<file path="src/rtl/bus_tenure_pkg.sv">
package bus_tenure_pkg;

    typedef enum logic [1:0] {
        ST_SLAVE   = 2'd0,
        ST_PENDING = 2'd1,
        ST_MASTER  = 2'd2,
        ST_RELEASE = 2'd3
    } tenure_state_e;

endpackage

</file>
<file path="src/rtl/bus_hold_eval.sv">
// Decides when ownership may be taken and when it may be handed back.
module bus_hold_eval (
    input  logic xfer_pending,
    input  logic seq_done,
    input  logic rmw_active,
    input  logic bus_grant,
    input  logic bus_busy,
    output logic may_take,
    output logic may_drop
);
    logic access_open;

    always_comb begin
        // an access still in flight that does not end this cycle
        access_open = xfer_pending && !seq_done;
        may_take    = bus_grant && !bus_busy;
        may_drop    = !bus_grant && !rmw_active && !access_open;
    end
endmodule

</file>
<file path="src/rtl/bus_tenure_fsm.sv">
module bus_tenure_fsm
    import bus_tenure_pkg::*;
(
    input  logic          clk,
    input  logic          rst_n,
    input  logic          bus_grant,
    input  logic          may_take,
    input  logic          may_drop,
    output tenure_state_e state,
    output logic          ack,
    output logic          drive_hi,
    output logic          owned
);
    tenure_state_e state_nx;

    always_ff @(posedge clk) begin
        if (!rst_n) state <= ST_SLAVE;
        else        state <= state_nx;
    end

    always_comb begin
        state_nx = state;
        unique case (state)
            ST_SLAVE:   if (bus_grant) state_nx = ST_PENDING;
            ST_PENDING: begin
                if (!bus_grant)    state_nx = ST_SLAVE;
                else if (may_take) state_nx = ST_MASTER;
            end
            ST_MASTER:  if (may_drop) state_nx = ST_RELEASE;
            ST_RELEASE: state_nx = ST_SLAVE;
            default:    state_nx = ST_SLAVE;
        endcase
    end

    always_comb begin
        ack      = 1'b0;
        drive_hi = 1'b0;
        owned    = 1'b0;
        unique case (state)
            ST_MASTER: begin
                ack   = 1'b1;
                owned = 1'b1;
            end
            ST_RELEASE: drive_hi = 1'b1;
            default: ;
        endcase
    end
endmodule

</file>
<file path="src/rtl/bus_sig_reg.sv">
// Registered request and lock lines.
module bus_sig_reg (
    input  logic clk,
    input  logic rst_n,
    input  logic xfer_pending,
    input  logic req_hold,
    input  logic rmw_active,
    input  logic lock_hold,
    output logic bus_req,
    output logic bus_lock
);
    always_ff @(posedge clk) begin
        if (!rst_n) begin
            bus_req  <= 1'b0;
            bus_lock <= 1'b0;
        end else begin
            bus_req  <= xfer_pending | req_hold;
            bus_lock <= rmw_active | lock_hold;
        end
    end
endmodule

</file>
<file path="src/rtl/bus_tenure_ctrl.sv">
module bus_tenure_ctrl
    import bus_tenure_pkg::*;
(
    input  logic clk,
    input  logic rst_n,
    input  logic xfer_pending,
    input  logic seq_done,
    input  logic req_hold,
    input  logic lock_hold,
    input  logic rmw_active,
    input  logic bus_grant,
    input  logic bus_busy,
    output logic bus_req,
    output logic bus_ack,
    output logic ack_drive_hi,
    output logic bus_lock,
    output logic bus_owned
);
    logic          may_take;
    logic          may_drop;
    tenure_state_e state;

    bus_hold_eval u_eval (
        .xfer_pending (xfer_pending),
        .seq_done     (seq_done),
        .rmw_active   (rmw_active),
        .bus_grant    (bus_grant),
        .bus_busy     (bus_busy),
        .may_take     (may_take),
        .may_drop     (may_drop)
    );

    bus_tenure_fsm u_fsm (
        .clk       (clk),
        .rst_n     (rst_n),
        .bus_grant (bus_grant),
        .may_take  (may_take),
        .may_drop  (may_drop),
        .state     (state),
        .ack       (bus_ack),
        .drive_hi  (ack_drive_hi),
        .owned     (bus_owned)
    );

    bus_sig_reg u_sig (
        .clk          (clk),
        .rst_n        (rst_n),
        .xfer_pending (xfer_pending),
        .req_hold     (req_hold),
        .rmw_active   (rmw_active),
        .lock_hold    (lock_hold),
        .bus_req      (bus_req),
        .bus_lock     (bus_lock)
    );
endmodule

</file>
<file path="config.mk">
export PLATFORM = sky130hd
export DESIGN_NAME = bus_tenure_ctrl
export DESIGN_NICKNAME = d
export VERILOG_FILES = /design/src/rtl/bus_tenure_pkg.sv /design/src/rtl/bus_hold_eval.sv /design/src/rtl/bus_tenure_fsm.sv /design/src/rtl/bus_sig_reg.sv /design/src/rtl/bus_tenure_ctrl.sv
export SDC_FILE = /design/constraint.sdc
export NUM_CORES = 1
export LEC_CHECK = 0
export ABC_AREA = 1
export BUFFER_PORTS_ARGS = -buffer_cell sky130_fd_sc_hd__buf_2
export CORE_AREA = 2 2 39 41
export CTS_CLUSTER_DIAMETER = 40
export DETAILED_ROUTE_END_ITERATION = 8
export DIE_AREA = 0 0 41 43
export HOLD_SLACK_MARGIN = 0.12
export PLACE_DENSITY_LB_ADDON = 0.1
export SKIP_LAST_GASP = 1
export SYNTH_ARGS = -nofsm -noshare
export SYNTH_HDL_FRONTEND = slang
export SYNTH_SLANG_ARGS = --single-unit
export TNS_END_PERCENT = 20
</file>
<file path="constraint.sdc">
create_clock -name clk -period 1.2 [get_ports clk]
set_input_delay 0.12 -clock clk [delete_from_list [all_inputs] [get_ports clk]]
set_output_delay 0.12 -clock clk [all_outputs]
set_load 0.02 [all_outputs]
</file>
==> results.toml <==
[grt]
antenna_found_initial = 0
grt_pass1_wl_um = 772
grt_pass1_vias = 217
grt_max_degree = 5
grt-ovfl-total = 0
grt_usage = 0.0681

[sta]
period_needed_ns = 1.10
finalSetupViolCount = 0
hold_ws_ns = 0.117
slew_headroom = 0.882
tightest_slew_ns = 0.176
rsz0062_at_grt = "no"
fin_skew_ns = 0.00000484
slew_viol_final = 0
fmax_mhz = 907
post-route-period-util = 0.919
finalHoldViolCount = 0
finalSetupTns_ns = 0

[floorplan]
start_util = 0.149
fp-row-count = 14
io_pins = 14
coreArea_sq_um = 1380
dieWidth_um = 41
die_h_um = 43
dieArea_sq_um = 1760

[clock_network]
clk_latency_ns = 0.23
cts_tree = "yes"
numCtsBuffers = 3
clkTransAtPathRegs_ns = 0.04
htreeDepth = 1
post-cts-setup-buffers = 0
cts_resized = 0
clock-root-buffer = "clkbuf_4"
clkSinkCount = 4
clockBufferDepth = 2
hold_buffers = 0

[job]
maxCapViolations = 0

[synthesis]
synth_compound_area_frac = 0.0545
synthAdderAreaFrac = 0
synthFlopType = "dfxtp_1"
synth-xor-area-share = 0
yosys_warnings = 0
synth_edf_count = 0
syn_area_sq_um = 206
syn_inst = 32
yosysTopAreaCellShare = 0.388
synth-simple-area-share = 0.394
synth.avg_cell_area_sq_um = 6.45
seq_area_frac_synth = 0.388
ys_ff_latch = 4
synth_top_family_by_area = "simple AND/OR/NAND/NOR gates"
synth_area_leaders = "dfxtp_1 (39%), nor2_1 (13%), nand2_1 (11%), inv_1 (7.3%), inv_2 (5.5%)"
yosys-top-cells-count = "nor2_1 (7), nand2_1 (6), dfxtp_1 (4), inv_1 (4), inv_2 (3)"
async_reset_ff_frac = 0
yosysTopAreaCell = "dfxtp_1"
synthMuxAreaShare = 0
syn-num-nets = 41
synth.most_common_cell = "nor2_1"
synth.distinct_cells = 12

[power]
power_frac_seq = 0.385
leakage_uw = 0.000178
p_per_area_nw_per_um2 = 1340
clockPowerShare = 0.388
internal-power_uw = 296
combinationalPowerShare = 0.227
switching_share = 0.281
switching_power_uw = 116
irDropWorstVdd_uv = 369

[drt]
vias_per_cell = 3.84
vias = 242
wirelength_um = 463
ant_nets = 0
drc = 0
first_iter_violations = 3
met1_length_um = 203
dr.pass1.iters = 4
route.met3.wl_um = 37
wl_met2_um = 222
wl_per_cell_um = 7.35
top_layer = "met3"

[setup_path]
crit_buf_inv = 2
r2r_slack_ns = 0.25
path_cells = "inv_2, nor2_2, buf_2"
cp.required_ns = 1.08
worst-setup-path-type = "register to output pin"
crit_path_max_incr_delay_ns = 0.37
rr_worst_depth = 7
crit_arrival_ns = 0.98
worstPathMaxFanout = 4
critPathSlowestCell = "dfxtp_1"
timing.rr.end = "u_fsm.state[0]"
end_kind = "output pin"
cp_top_family = "flip-flops"
cp-start-kind = "register"

[finish]
fill_cells = 168
drive_gt1_frac = 0.447
diodes = 0
area_delta_synth_final_pct = 48.5
nets = 58

[hold_path]
min_from = "req_hold"
min_path_type = "input pin to register"
min_delay_path_depth = 3
min_to = "u_sig.bus_req"

[place]
port-buffer-count = 13
place_hpwl_um = 428
gp_congestion = 0.638

[run_status]
status = "completed"
## layout make-up
| class | count | area, sq um | share of cell area |
|---|---|---|---|
| well taps | 16 | 20.0 | 0.0653 |
| inverters | 7 | 26.3 | 0.0857 |
| flip-flops and latches | 4 | 80.1 | 0.261 |
| repair buffers | 13 | 65.1 | 0.212 |
| clock buffers | 3 | 22.5 | 0.0735 |
| multi-input cells | 20 | 92.6 | 0.302 |
## metrics by stage
| step | instances | total power, uW | cell area, sq um | setup slack (ns) | utilization |
|---|---|---|---|---|---|
| after floorplan | 32 | 224 | 206 | 0.163 | - |
| after global placement | 60 | 258 | 284 | 0.226 | 0.205 |
| after detailed placement | 60 | 256 | 284 | 0.241 | 0.205 |
| after CTS | 63 | 423 | 307 | 0.0778 | 0.222 |
| after global routing | 63 | 447 | 307 | 0.0212 | 0.222 |
| final | 63 | 412 | 307 | 0.0970 | 0.222 |
## layout by cell type (no fill, tap or decap), drive strengths merged
cell	count
nand4	1
nor3	1
dfxtp	4
nand3	2
buf	13
a21oi	1
inv	7
a31oi	1
clkbuf	3
nand2	6
nor2	8
## layer usage
layer  track usage  vias to the layer above
met4        0.0400                        0
met2        0.0875                        7
li1              -                      130
met1        0.0799                      105
met3        0.0471                        0
met5             0                        -
## tightest hold or removal path: cells and delay by family
| family | cells | cell delay [ns] |
|---|---|---|
| buffers and inverters | 1 | 0.08 |
| and+or+nand+nor | 2 | 0.11 |
## worst max path at each step
stage,startpoint,to,slack (ns),cells past startpoint
2_1_floorplan,register,u_fsm.state[0],0.16,7
3_3_place_gp,register,u_fsm.state[0],0.23,7
3_5_place_dp,register,u_fsm.state[0],0.24,7
4_1_cts,register,bus_ack,0.08,3
5_1_grt,register,bus_ack,0.02,3
6_report,register,bus_ack,0.1,3
## power by group through the flow
stage	sequential, uW	combinational [uW]	clock [uW]
3_3_place_gp	161	97.2	0
5_1_grt	160	108	179
3_5_place_dp	161	95.1	0
6_report	159	93.4	160
2_1_floorplan	165	59.1	0
4_1_cts	158	95.5	169
## kinds of logic (layout without fill, tap and decap cells)
group / after synthesis / count (layout)
flip-flops: 4 / 4
buffers and inverters: 8 / 23
AO/OA/AOI/OAI: 2 / 2
AND/OR/NAND/NOR: 18 / 18
(Power assumes the default switching activity.)
